===== src/rtl/trace_console_pkg.sv =====
// Package: shared constants and the character translation for the trace console.
// Assumes byte offsets in the register window and the 8-bit data stream.
package trace_console_pkg;
    localparam logic [7:0] OFF_REV  = 8'h00;
    localparam logic [7:0] OFF_CFG  = 8'h10;
    localparam logic [7:0] OFF_SYS  = 8'h14;
    localparam logic [7:0] OFF_STAT = 8'h18;
    localparam logic [7:0] OFF_EN   = 8'h1C;
    localparam logic [7:0] OFF_CLK  = 8'h2C;
    localparam logic [7:0] OFF_SER  = 8'h30;

    localparam logic [31:0] REV_VALUE = 32'h0000_0010;
    localparam logic [7:0]  CFG_MASK  = 8'hFE;

    localparam logic [7:0] CH_CR     = 8'h0D;
    localparam logic [7:0] CH_LF     = 8'h0A;
    localparam logic [7:0] MARK_OPEN = 8'hC0;
    localparam logic [7:0] MARK_ALT  = 8'hC3;

    typedef enum logic [1:0] {
        SZ_BYTE = 2'd0,
        SZ_HALF = 2'd1,
        SZ_WORD = 2'd2
    } acc_size_e;

    // Character for a data byte on an ordinary channel (valid only if not a marker)
    function automatic logic [7:0] plain_char(input logic [7:0] d);
        return (d == 8'h00) ? CH_LF : d;
    endfunction

    function automatic logic is_marker(input logic [7:0] d);
        return (d == MARK_OPEN) || (d == MARK_ALT);
    endfunction
endpackage


===== src/rtl/tc_ctrl_regs.sv =====
// Module: control register window. It decodes word offsets, holds configuration,
// interrupt status/enable, clock and serial settings, and drives the interrupt.
// Assumes single-cycle strobes and combinational read data.
module tc_ctrl_regs
    import trace_console_pkg::*;
#(
    parameter int ADDR_W = 8,
    parameter int DATA_W = 32,
    parameter int IRQ_W  = 16
) (
    input  logic              clk,
    input  logic              rst_n,
    input  logic              wr,
    input  logic              rd,
    input  logic [ADDR_W-1:0] addr,
    input  logic [DATA_W-1:0] wdata,
    input  logic [IRQ_W-1:0]  evt,
    output logic [DATA_W-1:0] rdata,
    output logic              irq,
    output logic              bad
);
    logic [7:0]       cfg_q, clk_q, ser_q;
    logic [IRQ_W-1:0] stat_q, en_q, clr_mask;
    logic sel_rev, sel_cfg, sel_sys, sel_st, sel_en, sel_clk, sel_ser, known, srst;
    logic unused_wdata;

    assign unused_wdata = ^wdata[DATA_W-1:IRQ_W];

    // Offset decode; a misaligned offset matches nothing
    always_comb begin
        sel_rev = (addr == OFF_REV);
        sel_cfg = (addr == OFF_CFG);
        sel_sys = (addr == OFF_SYS);
        sel_st  = (addr == OFF_STAT);
        sel_en  = (addr == OFF_EN);
        sel_clk = (addr == OFF_CLK);
        sel_ser = (addr == OFF_SER);
        known   = sel_rev | sel_cfg | sel_sys | sel_st | sel_en | sel_clk | sel_ser;
        bad     = (wr | rd) & ~known;
        srst    = wr & sel_cfg & wdata[1];
        clr_mask = (wr & sel_st) ? wdata[IRQ_W-1:0] : '0;
    end

    // Register state with soft reset and event-over-clear priority
    always_ff @(posedge clk) begin
        if (!rst_n) begin
            cfg_q  <= '0;
            clk_q  <= '0;
            ser_q  <= '0;
            stat_q <= '0;
            en_q   <= '0;
        end else if (srst) begin
            cfg_q  <= wdata[7:0] & CFG_MASK;
            clk_q  <= '0;
            ser_q  <= '0;
            stat_q <= '0;
            en_q   <= '0;
        end else begin
            if (wr & sel_cfg) cfg_q <= wdata[7:0] & CFG_MASK;
            if (wr & sel_clk) clk_q <= wdata[7:0];
            if (wr & sel_ser) ser_q <= wdata[7:0];
            if (wr & sel_en)  en_q  <= wdata[IRQ_W-1:0];
            stat_q <= (stat_q & ~clr_mask) | evt;
        end
    end

    // Read multiplexer; bad and non-read cycles return zero
    always_comb begin
        rdata = '0;
        if (rd) begin
            unique case (1'b1)
                sel_rev: rdata = REV_VALUE;
                sel_cfg: rdata = DATA_W'(cfg_q);
                sel_st:  rdata = DATA_W'(stat_q);
                sel_en:  rdata = DATA_W'(en_q);
                sel_clk: rdata = DATA_W'(clk_q);
                sel_ser: rdata = DATA_W'(ser_q);
                default: rdata = '0;
            endcase
        end
    end

    // Interrupt from stored status and enable
    assign irq = |(stat_q & en_q);
endmodule


===== src/rtl/tc_chan_decode.sv =====
// Module: channel window decoder. It turns an address and data byte into an
// optional console character and flags accesses the window cannot serve.
// Assumes one access per cycle; acceptance under back-pressure is gated outside.
module tc_chan_decode
    import trace_console_pkg::*;
#(
    parameter int ADDR_W   = 16,
    parameter int CH_SHIFT = 6,
    parameter int CTRL_CH  = 253
) (
    input  logic              wr,
    input  logic              rd,
    input  logic [ADDR_W-1:0] addr,
    input  logic [1:0]        size,
    input  logic [7:0]        data,
    output logic              emit,
    output logic [7:0]        ch_out,
    output logic              bad
);
    localparam int CH_W = ADDR_W - CH_SHIFT;

    logic [CH_W-1:0] chan;
    logic is_byte, is_ctrl;
    logic unused_low;

    assign chan       = addr[ADDR_W-1:CH_SHIFT];
    assign unused_low = ^addr[CH_SHIFT-1:0];

    // Translate the write and classify the access
    always_comb begin
        is_byte = (size == SZ_BYTE);
        is_ctrl = (chan == CH_W'(CTRL_CH));
        bad     = rd | (wr & ~is_byte);
        emit    = wr & is_byte & (is_ctrl | ~is_marker(data));
        ch_out  = is_ctrl ? CH_CR : plain_char(data);
    end
endmodule


===== src/rtl/tc_char_out.sv =====
// Module: one-entry console output register with valid/ready hand-off.
// Assumes the caller loads only when busy is low.
module tc_char_out #(
    parameter int DW = 8
) (
    input  logic          clk,
    input  logic          rst_n,
    input  logic          load,
    input  logic [DW-1:0] din,
    input  logic          ready,
    output logic          valid,
    output logic [DW-1:0] dout,
    output logic          busy
);
    assign busy = valid & ~ready;

    // Hold while stalled, otherwise take the new character or go idle
    always_ff @(posedge clk) begin
        if (!rst_n) begin
            valid <= 1'b0;
            dout  <= '0;
        end else if (!busy) begin
            valid <= load;
            if (load) dout <= din;
        end
    end
endmodule


===== src/rtl/trace_console.sv =====
// Module: trace console top. It joins the control window, the channel decoder and
// the console output stage, and registers the bad-access pulse.
// Assumes a single clock domain and synchronous active-low reset.
module trace_console #(
    parameter int REG_AW   = 8,
    parameter int REG_DW   = 32,
    parameter int IRQ_W    = 16,
    parameter int CHN_AW   = 16,
    parameter int CH_SHIFT = 6,
    parameter int CTRL_CH  = 253
) (
    input  logic              clk,
    input  logic              rst_n,
    input  logic              reg_wr,
    input  logic              reg_rd,
    input  logic [REG_AW-1:0] reg_addr,
    input  logic [REG_DW-1:0] reg_wdata,
    output logic [REG_DW-1:0] reg_rdata,
    input  logic [IRQ_W-1:0]  irq_evt,
    output logic              irq,
    input  logic              chn_wr,
    input  logic              chn_rd,
    input  logic [CHN_AW-1:0] chn_addr,
    input  logic [1:0]        chn_size,
    input  logic [7:0]        chn_wdata,
    output logic              chn_stall,
    output logic              char_valid,
    output logic [7:0]        char_data,
    input  logic              char_ready,
    output logic              bad_access
);
    logic reg_bad, chn_bad, emit, busy;
    logic [7:0] emit_char;

    tc_ctrl_regs #(.ADDR_W(REG_AW), .DATA_W(REG_DW), .IRQ_W(IRQ_W)) u_regs (
        .clk(clk), .rst_n(rst_n), .wr(reg_wr), .rd(reg_rd), .addr(reg_addr),
        .wdata(reg_wdata), .evt(irq_evt), .rdata(reg_rdata), .irq(irq), .bad(reg_bad)
    );

    tc_chan_decode #(.ADDR_W(CHN_AW), .CH_SHIFT(CH_SHIFT), .CTRL_CH(CTRL_CH)) u_dec (
        .wr(chn_wr), .rd(chn_rd), .addr(chn_addr), .size(chn_size), .data(chn_wdata),
        .emit(emit), .ch_out(emit_char), .bad(chn_bad)
    );

    tc_char_out #(.DW(8)) u_out (
        .clk(clk), .rst_n(rst_n), .load(emit & ~busy), .din(emit_char),
        .ready(char_ready), .valid(char_valid), .dout(char_data), .busy(busy)
    );

    assign chn_stall = busy;

    // One-cycle error pulse for either window
    always_ff @(posedge clk) begin
        if (!rst_n) bad_access <= 1'b0;
        else        bad_access <= reg_bad | chn_bad;
    end
endmodule


===== config.mk =====
export PLATFORM = sky130hd
export DESIGN_NAME = trace_console
export DESIGN_NICKNAME = d
export VERILOG_FILES = /design/src/rtl/trace_console_pkg.sv /design/src/rtl/tc_ctrl_regs.sv /design/src/rtl/tc_chan_decode.sv /design/src/rtl/tc_char_out.sv /design/src/rtl/trace_console.sv
export SDC_FILE = /design/constraint.sdc
export NUM_CORES = 1
export LEC_CHECK = 0
export BUFFER_PORTS_ARGS = -buffer_cell sky130_fd_sc_hd__clkbuf_2
export CAP_MARGIN = 20
export CORE_UTILIZATION = 49
export CTS_CLUSTER_DIAMETER = 80
export DETAILED_ROUTE_END_ITERATION = 10
export PLACE_DENSITY_LB_ADDON = 0.1
export SKIP_CTS_REPAIR_TIMING = 1
export SLEW_MARGIN = 20
export SYNTH_ARGS = -nofsm -noshare
export SYNTH_HDL_FRONTEND = slang
export SYNTH_HIERARCHICAL = 1
export SYNTH_SLANG_ARGS = --single-unit

===== constraint.sdc =====
create_clock -name clk -period 1.59 [get_ports clk]
set_input_delay 0 -clock clk [delete_from_list [all_inputs] [get_ports clk]]
set_output_delay 0 -clock clk [all_outputs]
set_load 0.01 [all_outputs]

==> qor.yml <==
outcome:
  status: "finished, violations left"
  violations: "negative hold slack"
worst_setup_path:
  criticalPathCategory: "reg -> out"
  cp_slowest_cell: "dfxtp_1"
  r2r-start: "u_out/valid"
  path_cells: "a22o_1 > a221oi_1 > nand4_1 > clkbuf_2"
  end_kind: "output pin"
  crit_buf_inv: 1
  start_kind: "flop"
  critical-path-max-stage-delay_ns: 0.33
  crit_arrival_ns: 1.50
  reg2reg_depth: 4
  crit_required_ns: 1.59
  critical_path.top_delay_family: "compound AO/OA/AOI/OAI gates"
  r2r_end: "u_out/dout[7]"
  rrSetupSlack_ns: 0.18
  critPathMaxFanout: 3
sta:
  fin_worst_skew_ns: 0.00395
  final_max_slew_viol_count: 0
  worst_hold_slack_ns: -0.0164
  max_slew_margin_pct: 64.2
  fmax_mhz: 667
  fin_crit_ns: 1.50
  setup_viol: 0
  finalHoldViolCount: 4
  rsz0062_at_grt: "no"
  worst_slew_pin_slew_ns: 0.535
  fin_crit_sh_pct: 94.3
floorplanning:
  rows: 30
  io_pins: 133
  coreArea_sq_um: 6830
  start_util_pct: 51.0
  die_area_sq_um: 7450
  die_w_microns: 86.3
  die_y_microns: 86.3
global_routing:
  antenna_found_initial: 0
  grt_pass1_wl_microns: 14300
  grt_max_degree: 29
  grt_pass1_vias: 2953
  grtUsageTotal_pct: 24.7
  grt_overflow_total: 0
synth:
  synth_edf_count: 0
  synth_most_common_cell: "dfxtp_1"
  synth_ff_type: "dfxtp_1"
  yosys_warnings: 6
  synth.area.top_cells: "dfxtp_1 37%, mux2i_1 13%, nor2_1 6.5%"
  synthCells: 386
  yosys.area.top_type: "dfxtp_1"
  yosysTopAreaCellShare_pct: 37.4
  syn_area_per_cell_sq_um: 9.02
  ys_top_cells_by_count: "65 x dfxtp_1, 60 x nor2_1, 46 x mux2i_1"
  synthDistinctLibCells: 57
  synth_compound_area_share_pct: 14.7
  ys_ff_latch: 65
  seq_area_frac_synth_pct: 37.4
  synthSimpleGateAreaFrac_pct: 25.9
  ys_async_sr_fraction_pct: 0
  netlist_area_sq_um: 3480
  synth_adder_area_share_pct: 0
  synth_top_family_by_area: "simple AND/OR/NAND/NOR gates"
  post_synth_mux_area_share_pct: 13.6
  synth_xor_area_share_pct: 0.252
clocking:
  cts_tree: "done"
  cts.sinks: 65
  htreeDepth: 3
  clk_pin_slew_worst_paths_ns: 0.07
  worstSkewPairLatency_ns: 0.33
  cts_buffer_depth: 2
  cts_buffers: 9
  cts_root_buf: "clkbuf_8"
layout:
  syn_to_final_growth_pct: 31.3
  diodes: 0
  fin_cells: 616
  nets: 604
  drive_gt1_share_pct: 29.2
route:
  drc: 0
  wl_microns: 9230
  firstDrtPassIters: 4
  wire_per_inst_microns: 15.0
  vias_per_cell: 5.37
  vias: 3307
  drtAntennaViolNets: 0
  drtIter0Drc: 169
worst_hold_path:
  holdPathEnd: "u_regs/en_q[2]"
  hold_path_class: "in -> reg"
  hold_path_depth: 3
  hp-start: "reg_wdata[2]"
placed_design:
  post-dp-hpwl_microns: 6440
  routabilityCongestion: 0.821
  post-place-cells: 571
  portBuffers: 94
power_and_ir_drop:
  powerDensity_nw_per_um2: 811
  peakVddDrop_v: 0.000471
  leakagePower_nw: 2.05
job:
  max_cap_violations: 0
==> cell families (layout without fill, tap and decap cells) <==
kind of cell           count (synthesis)  after routing
AND/OR/NAND/NOR                      160            160
AO/OA/AOI/OAI                         71             71
flip-flops                            65             65
multiplexers                          47             47
buffers and inverters                 41            160
other                                  1             16
XOR/XNOR                               1              1
==> metrics by stage <==
step | worst slack, ns | total power [mW] | TNS [ns] | area (sq um) | utilization, %
after floorplan | 0.169 | 1.94 | 0 | 3540 | -
after global placement | 0.0443 | 2.09 | 0 | 4050 | 59.3
after detailed placement | -0.0311 | 2.10 | -0.168 | 4050 | 59.3
after CTS | -0.00549 | 3.67 | -0.00549 | 4270 | 62.5
after global routing | 0.0171 | 3.85 | 0 | 4570 | 66.9
final | 0.0910 | 3.71 | 0 | 4570 | 66.9
==> report_power, final <==
group / switching (mW) / total [mW] / leakage [nW] / internal [mW]
registers: 0.0342 / 1.70 / 0.530 / 1.67
clock network: 0.657 / 1.58 / 0.113 / 0.924
logic: 0.220 / 0.424 / 1.40 / 0.203
==> layer usage <==
metal  routed length, microns  vias to the layer above  GRT usage (%)
li1                         -                     1625              -
met1                     4120                     1551           31.3
met2                     4550                      118           42.2
met3                      458                       13           4.67
met4                       99                        0           8.48
met5                        0                        -              0
==> worst max path at each step <==
stage	startpoint	endpoint	slack [ns]	cells past startpoint
detailed placement	chn_addr[14]	u_out/dout[1]	-0.03	7
floorplan	chn_wdata[3]	u_out/dout[0]	0.17	6
CTS	u_regs/stat_q[14]	irq	-0.005	4
global placement	chn_addr[14]	u_out/dout[7]	0.04	7
finish	u_regs/stat_q[9]	irq	0.09	4
global route	u_regs/stat_q[9]	irq	0.02	4
==> cell type report <==
class                           count  area (sq um)
Tap cell                           96           120
Clock inverter                      5          78.8
Timing Repair Buffer              144           956
Fill cell                         596          2260
Clock buffer                       11           141
Multi-Input combinational cell    295          1970
Sequential cell                    65          1300
==> state kept, by name, indices dropped and copies added (netlist names) <==
signal and count:
bad_access 1, u_regs/stat_q 16, u_regs/cfg_q 7, u_regs/clk_q 8
u_out/dout 8, u_regs/en_q 16, u_regs/ser_q 8, u_out/valid 1
==> placed cells by master (no fill, tap or decap), types with 2 or more instances in the layout <==
cell type / n
clkbuf_2: 94
dfxtp_1: 65
nor2_1: 60
mux2i_1: 46
dlygate4sd3_1: 29
a21oi_1: 23
nand2_1: 22
buf_4: 18
nand4_1: 18
conb_1: 16
nor2b_1: 14
a22oi_1: 13
clkbuf_8: 10
a22o_1: 10
nand3_1: 8
nand3b_1: 7
a21o_1: 6
or2_2: 3
nand2b_1: 3
buf_12: 3
o21a_1: 2
clkinv_2: 2
bufinv_16: 2
nor3b_1: 2
o31a_1: 2
o21ai_0: 2
nor3_1: 2
nor4b_4: 2
a221oi_1: 2
a221oi_2: 2
==> worst register-to-register path: cells and delay by family, from the launching register on <==
kind             cells  cell delay, ns
AND/OR/NAND/NOR      3            0.77
flip-flops           1            0.32
multiplexers         1            0.26
No activity file was read; power rests on OpenSTA's default activity.
